==> config.mk <==
export PLATFORM = sky130hd
export DESIGN_NAME = mm_traffic_master
export DESIGN_NICKNAME = d
export VERILOG_FILES = /design/src/rtl/mm_traffic_pkg.sv /design/src/rtl/mm_traffic_ctrl.sv /design/src/rtl/mm_traffic_dp.sv /design/src/rtl/mm_traffic_master.sv
export SDC_FILE = /design/constraint.sdc
export NUM_CORES = 1
export LEC_CHECK = 0
export ABC_AREA = 1
export BUFFER_PORTS_ARGS = -buffer_cell sky130_fd_sc_hd__clkbuf_2
export CAP_MARGIN = 10
export CELL_PAD_IN_SITES_DETAIL_PLACEMENT = 2
export CELL_PAD_IN_SITES_GLOBAL_PLACEMENT = 2
export CORE_MARGIN = 5
export CORE_UTILIZATION = 31
export CTS_BUF_LIST = sky130_fd_sc_hd__clkbuf_2 sky130_fd_sc_hd__clkbuf_4 sky130_fd_sc_hd__clkbuf_8
export CTS_CLUSTER_DIAMETER = 60
export CTS_CLUSTER_SIZE = 20
export DETAILED_ROUTE_END_ITERATION = 8
export PLACE_DENSITY = 0.74
export SLEW_MARGIN = 20
export SYNTH_ARGS = -nofsm -noshare
export SYNTH_HDL_FRONTEND = slang
export SYNTH_HIERARCHICAL = 1
export SYNTH_SLANG_ARGS = --single-unit
==> constraint.sdc <==
create_clock -name clk -period 5.4 [get_ports clk]
set_input_delay 0 -clock clk [delete_from_list [all_inputs] [get_ports clk]]
set_output_delay 0 -clock clk [all_outputs]
set_load 0.1 [all_outputs]
==> src/rtl/mm_traffic_pkg.sv <==
package mm_traffic_pkg;

  typedef enum logic [1:0] {
    ST_READY = 2'd0,
    ST_INIT  = 2'd1,
    ST_BUS   = 2'd2,
    ST_GAP   = 2'd3
  } ctrl_state_e;

  // control -> datapath strobes
  typedef struct packed {
    logic load;      // command taken from the command port
    logic enterBus;  // command goes onto the bus next cycle
    logic onBus;     // command currently driven
    logic accept;    // slave accepts this cycle
  } ctrl_strobe_t;

endpackage

==> src/rtl/mm_traffic_ctrl.sv <==
module mm_traffic_ctrl
  import mm_traffic_pkg::*;
#(
  parameter int CNT_W = 16
) (
  input  logic             clk,
  input  logic             rstN,
  input  logic             cfgUseValid,
  input  logic [CNT_W-1:0] cfgInitDelay,
  input  logic [CNT_W-1:0] cfgIdleGap,
  input  logic             cmdValid,
  input  logic             avWaitReq,
  input  logic             fifoFull,
  input  logic             fifoEmpty,
  output logic             cmdReady,
  output ctrl_strobe_t     str
);

  localparam logic [CNT_W-1:0] ONE = CNT_W'(1);

  ctrl_state_e      state;
  logic [CNT_W-1:0] dly;
  logic             canTake;

  // fixed-latency mode keeps a single transaction in flight
  assign canTake  = !fifoFull && (cfgUseValid || fifoEmpty);
  assign cmdReady = (state == ST_READY) && canTake;

  always_comb begin
    str          = '0;
    str.load     = cmdValid && cmdReady;
    str.onBus    = (state == ST_BUS);
    str.accept   = str.onBus && !avWaitReq;
    str.enterBus = (str.load && (cfgInitDelay == '0)) ||
                   ((state == ST_INIT) && (dly == ONE));
  end

  always_ff @(posedge clk or negedge rstN) begin
    if (!rstN) begin
      state <= ST_READY;
      dly   <= '0;
    end else begin
      unique case (state)
        ST_READY: if (str.load) begin
          if (cfgInitDelay == '0) state <= ST_BUS;
          else begin
            state <= ST_INIT;
            dly   <= cfgInitDelay;
          end
        end
        ST_INIT: begin
          if (dly == ONE) state <= ST_BUS;
          dly <= dly - ONE;
        end
        ST_BUS: if (str.accept) begin
          if (cfgIdleGap == '0) state <= ST_READY;
          else begin
            state <= ST_GAP;
            dly   <= cfgIdleGap;
          end
        end
        ST_GAP: begin
          if (dly == ONE) state <= ST_READY;
          dly <= dly - ONE;
        end
        default: state <= ST_READY;
      endcase
    end
  end

endmodule

==> src/rtl/mm_traffic_dp.sv <==
module mm_traffic_dp
  import mm_traffic_pkg::*;
#(
  parameter int ADDR_W    = 16,
  parameter int DATA_W    = 32,
  parameter int TAG_W     = 4,
  parameter int CNT_W     = 16,
  parameter int DEPTH     = 4,
  parameter int FIXED_LAT = 3
) (
  input  logic              clk,
  input  logic              rstN,
  input  ctrl_strobe_t      str,
  input  logic              cfgUseValid,
  input  logic              cmdWrite,
  input  logic [ADDR_W-1:0] cmdAddr,
  input  logic [DATA_W-1:0] cmdWdata,
  input  logic [TAG_W-1:0]  cmdTag,
  input  logic              cmdLast,
  input  logic              avWaitReq,
  input  logic [DATA_W-1:0] avRdata,
  input  logic              avRdValid,
  input  logic              avWrRespValid,
  output logic              fifoFull,
  output logic              fifoEmpty,
  output logic [ADDR_W-1:0] avAddr,
  output logic              avRead,
  output logic              avWrite,
  output logic [DATA_W-1:0] avWdata,
  output logic [TAG_W-1:0]  rspTag,
  output logic              rspIsWrite,
  output logic [DATA_W-1:0] rspData,
  output logic [CNT_W-1:0]  rspWait,
  output logic [CNT_W-1:0]  rspLatency,
  output logic              evCmdIssued,
  output logic              evRspDone,
  output logic              evAllDone
);

  localparam int PTR_W  = (DEPTH > 1) ? $clog2(DEPTH) : 1;
  localparam int OCC_W  = $clog2(DEPTH + 1);
  localparam int ENT_W  = TAG_W + 2 + 2 * CNT_W;
  localparam int LAST_B = 2 * CNT_W;
  localparam int WR_B   = LAST_B + 1;
  localparam logic [CNT_W-1:0] FIX_L = CNT_W'(FIXED_LAT);

  // held command
  logic              cmdWriteQ, cmdLastQ;
  logic [ADDR_W-1:0] cmdAddrQ;
  logic [DATA_W-1:0] cmdWdataQ;
  logic [TAG_W-1:0]  cmdTagQ;
  logic [CNT_W-1:0]  now, waitCnt;

  always_ff @(posedge clk or negedge rstN) begin
    if (!rstN) begin
      cmdWriteQ <= 1'b0; cmdLastQ <= 1'b0; cmdAddrQ <= '0;
      cmdWdataQ <= '0;   cmdTagQ  <= '0;
    end else if (str.load) begin
      cmdWriteQ <= cmdWrite; cmdLastQ <= cmdLast; cmdAddrQ <= cmdAddr;
      cmdWdataQ <= cmdWdata; cmdTagQ  <= cmdTag;
    end
  end

  assign avAddr  = cmdAddrQ;
  assign avWdata = cmdWdataQ;
  assign avRead  = str.onBus && !cmdWriteQ;
  assign avWrite = str.onBus && cmdWriteQ;

  always_ff @(posedge clk or negedge rstN) begin
    if (!rstN) begin
      now         <= '0;
      waitCnt     <= '0;
      evCmdIssued <= 1'b0;
    end else begin
      now         <= now + CNT_W'(1);
      evCmdIssued <= str.enterBus;
      if (str.enterBus)                waitCnt <= '0;
      else if (str.onBus && avWaitReq) waitCnt <= waitCnt + CNT_W'(1);
    end
  end

  // in-order tracking queue: {tag, isWrite, isLast, stamp, wait}
  logic [PTR_W-1:0] wrPtr, rdPtr;
  logic [OCC_W-1:0] occ;
  logic [DEPTH-1:0][ENT_W-1:0] slots;
  logic [ENT_W-1:0] newEnt, head;
  logic             push, pop;

  assign newEnt = {cmdTagQ, cmdWriteQ, cmdLastQ, now, waitCnt};
  assign push   = str.accept;

  for (genvar i = 0; i < DEPTH; i++) begin : g_slot
    logic [ENT_W-1:0] ent;
    always_ff @(posedge clk) begin
      if (push && (wrPtr == PTR_W'(i))) ent <= newEnt;
    end
    assign slots[i] = ent;
  end

  assign head      = slots[rdPtr];
  assign fifoEmpty = (occ == '0);
  assign fifoFull  = (occ == OCC_W'(DEPTH));

  logic             headWr, headLast;
  logic [CNT_W-1:0] headStamp, headWait, headAge;
  assign headWr    = head[WR_B];
  assign headLast  = head[LAST_B];
  assign headStamp = head[2*CNT_W-1:CNT_W];
  assign headWait  = head[CNT_W-1:0];
  assign headAge   = now - headStamp;

  always_comb begin
    if (fifoEmpty)        pop = 1'b0;
    else if (headWr)      pop = avWrRespValid;
    else if (cfgUseValid) pop = avRdValid;
    else                  pop = (headAge == FIX_L);
  end

  always_ff @(posedge clk or negedge rstN) begin
    if (!rstN) begin
      wrPtr <= '0;
      rdPtr <= '0;
      occ   <= '0;
    end else begin
      if (push) wrPtr <= (wrPtr == PTR_W'(DEPTH - 1)) ? '0 : wrPtr + PTR_W'(1);
      if (pop)  rdPtr <= (rdPtr == PTR_W'(DEPTH - 1)) ? '0 : rdPtr + PTR_W'(1);
      occ <= occ + OCC_W'(push) - OCC_W'(pop);
    end
  end

  // registered response report
  always_ff @(posedge clk or negedge rstN) begin
    if (!rstN) begin
      evRspDone  <= 1'b0;
      evAllDone  <= 1'b0;
      rspTag     <= '0;
      rspIsWrite <= 1'b0;
      rspData    <= '0;
      rspWait    <= '0;
      rspLatency <= '0;
    end else begin
      evRspDone <= pop;
      evAllDone <= pop && headLast;
      if (pop) begin
        rspTag     <= head[ENT_W-1:WR_B+1];
        rspIsWrite <= headWr;
        rspData    <= headWr ? '0 : avRdata;
        rspWait    <= headWait;
        rspLatency <= headAge;
      end
    end
  end

endmodule

==> src/rtl/mm_traffic_master.sv <==
module mm_traffic_master
  import mm_traffic_pkg::*;
#(
  parameter int ADDR_W    = 16,
  parameter int DATA_W    = 32,
  parameter int TAG_W     = 4,
  parameter int CNT_W     = 16,
  parameter int DEPTH     = 4,
  parameter int FIXED_LAT = 3
) (
  input  logic              clk,
  input  logic              rstN,
  input  logic              cfgUseValid,
  input  logic [CNT_W-1:0]  cfgInitDelay,
  input  logic [CNT_W-1:0]  cfgIdleGap,
  input  logic              cmdValid,
  output logic              cmdReady,
  input  logic              cmdWrite,
  input  logic [ADDR_W-1:0] cmdAddr,
  input  logic [DATA_W-1:0] cmdWdata,
  input  logic [TAG_W-1:0]  cmdTag,
  input  logic              cmdLast,
  output logic [ADDR_W-1:0] avAddr,
  output logic              avRead,
  output logic              avWrite,
  output logic [DATA_W-1:0] avWdata,
  input  logic              avWaitReq,
  input  logic [DATA_W-1:0] avRdata,
  input  logic              avRdValid,
  input  logic              avWrRespValid,
  output logic [TAG_W-1:0]  rspTag,
  output logic              rspIsWrite,
  output logic [DATA_W-1:0] rspData,
  output logic [CNT_W-1:0]  rspWait,
  output logic [CNT_W-1:0]  rspLatency,
  output logic              evCmdIssued,
  output logic              evRspDone,
  output logic              evAllDone
);

  ctrl_strobe_t str;
  logic         fifoFull, fifoEmpty;

  mm_traffic_ctrl #(.CNT_W(CNT_W)) u_ctrl (
    .clk(clk), .rstN(rstN), .cfgUseValid(cfgUseValid),
    .cfgInitDelay(cfgInitDelay), .cfgIdleGap(cfgIdleGap),
    .cmdValid(cmdValid), .avWaitReq(avWaitReq),
    .fifoFull(fifoFull), .fifoEmpty(fifoEmpty),
    .cmdReady(cmdReady), .str(str)
  );

  mm_traffic_dp #(
    .ADDR_W(ADDR_W), .DATA_W(DATA_W), .TAG_W(TAG_W),
    .CNT_W(CNT_W), .DEPTH(DEPTH), .FIXED_LAT(FIXED_LAT)
  ) u_dp (
    .clk(clk), .rstN(rstN), .str(str), .cfgUseValid(cfgUseValid),
    .cmdWrite(cmdWrite), .cmdAddr(cmdAddr), .cmdWdata(cmdWdata),
    .cmdTag(cmdTag), .cmdLast(cmdLast),
    .avWaitReq(avWaitReq), .avRdata(avRdata), .avRdValid(avRdValid),
    .avWrRespValid(avWrRespValid),
    .fifoFull(fifoFull), .fifoEmpty(fifoEmpty),
    .avAddr(avAddr), .avRead(avRead), .avWrite(avWrite), .avWdata(avWdata),
    .rspTag(rspTag), .rspIsWrite(rspIsWrite), .rspData(rspData),
    .rspWait(rspWait), .rspLatency(rspLatency),
    .evCmdIssued(evCmdIssued), .evRspDone(evRspDone), .evAllDone(evAllDone)
  );

endmodule

==> run_results.csv <==
group,metric,value,unit
outcome,status,"completed",
setup_path,rrSetupSlack,0.88,ns
floorplan,start_util,31.4,%
min_path,holdPathStages,6,
routing,routed_wl,52200,µm
setup_path,reg2reg_from,"u_dp/rdPtr[0]",
clock_tree,cts.sinks,335,
cells_and_area,areaGrowthSynthToFinish,26.2,%
floorplan,row_count,81,
logic_synthesis,yosysSeqAreaShare,59.5,%
sta,maxSlewHeadroom,36.0,%
setup_path,cp_max_fo,37,
setup_path,rr_endpoint,"u_dp/occ[2]",
clock_tree,cts_buffer_depth,3,
routing,vias_per_cell,4.82,
logic_synthesis,synth-edff-count,152,
routing,drtAntennaViolNets,0,
logic_synthesis,synth_xor_area_share,0.969,%
place,dp_hpwl,33000,µm
setup_path,startpoint_type,"flop",
min_path,hold_class,"input port to flop",
place,portBuffers,247,
logic_synthesis,ys_top_cells_by_count,"436 x nand2_1, 183 x dfrtp_1, 155 x inv_1",
clock_tree,clk_pin_slew,0.11,ns
routing,dr.first_iter.drc_count,479,
logic_synthesis,synth_top_flop_cell,"dfrtp_1",
logic_synthesis,postSynthAreaPerCell,9.70,µm²
logic_synthesis,syn-cell-area,15400,µm²
global_routing,grt_max_degree,131,
setup_path,end_kind,"flop",
logic_synthesis,synthAdderAreaFrac,2.54,%
clock_tree,h-tree-depth,2,
sta,fmax,0.221,GHz
logic_synthesis,synth_compound_area_share,6.12,%
cells_and_area,multiInputGateArea,5290,µm²
global_routing,grt_pass1_vias,14500,
logic_synthesis,yosys.cell_types.count,44,
min_path,min_delay_worst_endpoint,"u_dp/evCmdIssued",
clock_tree,cts_buffers,35,
logic_synthesis,synth.most_common_cell,"nand2_1",
sta,hold_violations,0,
sta,setup_violations,0,
global_routing,overflow,0,
cells_and_area,nets,2109,
routing,dr.pass1.iters,4,
logic_synthesis,synth_top_family_by_area,"simple AND/OR/NAND/NOR gates",
sta,worst_pin_slew,0.960,ns
global_routing,grt_pass1_wl,82000,µm
logic_synthesis,async_flop_share,54.6,%
place,gp_congestion,0.767,
routing,vias,12700,
routing,drc_errors,0,
cells_and_area,drive_gt1_share,20.3,%
logic_synthesis,yosys-top-cells-area,"dfrtp_1 30%, edfxtp_1 30%, nand2_1 11%",
logic_synthesis,syn-instance-count,1585,
logic_synthesis,synth-simple-area-share,20.8,%
logic_synthesis,yosysTopAreaCellShare,29.8,%
global_routing,antenna_found_initial,0,
run,drv_cap,0,
cells_and_area,n_fill_cell,5379,
setup_path,path_class,"flop to flop",
sta,finalCritPeriodShare,83.8,%
clock_tree,cts_setup_buffers,0,
clock_tree,cts_root_buf,"clkbuf_8",
cells_and_area,max_flop_register,"u_dp/g_slot.ent",
min_path,hp-start,"cfgInitDelay[7]",
floorplan,die_w,233,µm
global_routing,grt_usage,19.1,%
sta,fin_skew,0.0507,ns
sta,fin_crit,4.52,ns
floorplan,die-area,54100,µm²
routing,routedWlPerCell,19.7,µm
logic_synthesis,synth_top_cell_by_area,"dfrtp_1",
setup_path,required,5.90,ns
setup_path,r2r_cells,25,
floorplan,dieHeight,233,µm
logic_synthesis,ys_ff_latch,335,
floorplan,pin_count,248,
cells_and_area,largest_reg_flops,152,
cells_and_area,regArea,9150,µm²
floorplan,core,49000,µm²
sta,final.setup.tns,0,ns
logic_synthesis,synth_warnings,6,
clock_tree,cts_tree,"built",
sta,rsz0062_at_grt,"false",
setup_path,arrival,5.03,ns
sta,slew_viol_final,0,
logic_synthesis,synth_mux_area_share,3.96,%
logic_synthesis,syn_nets,1740,
clock_tree,clkLatencyLatePin,0.63,ns
==> worst max-delay path by stage <==
| stage | start | to | slack (ns) | depth (start not counted) |
|---|---|---|---|---|
| global placement | u_dp/rdPtr[0] | u_dp/occ[1] | 1.02 | 25 |
| CTS | u_dp/rdPtr[0] | u_dp/occ[2] | 0.79 | 23 |
| floorplan | u_dp/rdPtr[0] | u_dp/occ[2] | 1.28 | 28 |
| detailed placement | u_dp/rdPtr[0] | u_dp/occ[2] | 0.85 | 23 |
| finish | u_dp/rdPtr[0] | u_dp/occ[2] | 0.88 | 25 |
| global route | u_dp/rdPtr[0] | u_dp/occ[2] | 0.42 | 23 |
==> what timing repair did <==
| action | 4_1_cts | 5_1_grt |
|---|---|---|
| hold endpoints to repair | 291 | 0 |
| resized for setup | 0 | 0 |
| hold buffers | 133 | 0 |
| setup endpoints to repair | 0 | 0 |
==> critical path: stages (launching register included) <==
cell and delay, ns:
dfrtp_2 0.42, inv_2 0.48, o21ai_0 0.17, o22ai_1 0.22, ha_1 0.19, inv_1 0.05
fa_1 0.42, nand2_1 0.10, nand2_2 0.08, nand3_1 0.08, nand2_1 0.08, nand2_1 0.11
nand2_1 0.06, nand2_1 0.06, nand2_1 0.06, nor2_1 0.13, nand3_1 0.13, nand2_4 0.36
nand2_4 0.07, inv_1 0.09, ha_1 0.22, inv_1 0.06, ha_1 0.14, inv_1 0.06
fa_1 0.37, xnor2_1 0.14
==> metal layers <==
layer / track usage, % / up-vias / share of wire, %
met5: 0 / - / 0
met4: 6.35 / 0 / 3.1
met3: 3.12 / 91 / 3.5
met2: 35.5 / 237 / 53
met1: 22.4 / 6455 / 40
li1: - / 5962 / -
==> layout make-up <==
type | instances | area share [%]
well taps | 664 | 4.28
diodes | 1 | 0.0129
clock buffers | 36 | 2.55
clock inverters | 28 | 1.62
inverters | 161 | 3.12
multi-input cells | 1027 | 27.3
flip-flops and latches | 335 | 47.1
repair buffers | 394 | 14.0
==> through the flow <==
step | instances | hold slack, ns | setup WS (ns) | cell area, µm² | util [%]
5_1_grt | 2645 | 0.0808 | 0.421 | 19400 | 39.6
3_5_place_dp | 2448 | 0.00295 | 0.849 | 17200 | 35.2
3_3_place_gp | 2448 | 0.00845 | 1.02 | 17200 | 35.2
6_report | 2646 | 0.0471 | 0.877 | 19400 | 39.6
4_1_cts | 2645 | 0.0124 | 0.789 | 19400 | 39.6
2_1_floorplan | 1585 | -0.296 | 1.28 | 15400 | -
==> logic make-up after synthesis <==
group,count (synthesis)
AOI/OAI and AO/OA,156
xor gates and xnor gates,17
adders and majority gates,30
buffers and inverters,223
DFF,335
muxes,54
and+or+nand+nor,770
==> cell usage in the layout, fill, tap and decap left out, drive strengths merged <==
cell type | synthesis | final
nand4 | 7 | 7
o21ai | 62 | 62
clkinv | 0 | 5
buf | 24 | 15
nor3b | 2 | 2
xnor2 | 5 | 5
a31oi | 3 | 3
diode | 0 | 1
o21bai | 4 | 4
dlygate4sd3 | 0 | 132
and2 | 1 | 1
a22o | 6 | 6
nor2 | 155 | 155
clkinvlp | 0 | 5
a211oi | 1 | 1
inv | 161 | 178
a32o | 15 | 15
ha | 28 | 28
nand3 | 148 | 148
or2 | 3 | 3
dfrtp | 183 | 183
nand2 | 440 | 440
nand3b | 1 | 1
nor3 | 9 | 9
edfxtp | 152 | 152
mux2 | 54 | 54
o22ai | 22 | 22
xor2 | 12 | 12
bufinv | 0 | 1
nor4 | 3 | 3
clkbuf | 38 | 283
o221ai | 3 | 3
a21oi | 40 | 40
and3 | 1 | 1
fa | 2 | 2
Power is left out: the tool's default activity adds up to more than one toggle a clock period on the data nets, which glitch-free logic cannot reach.
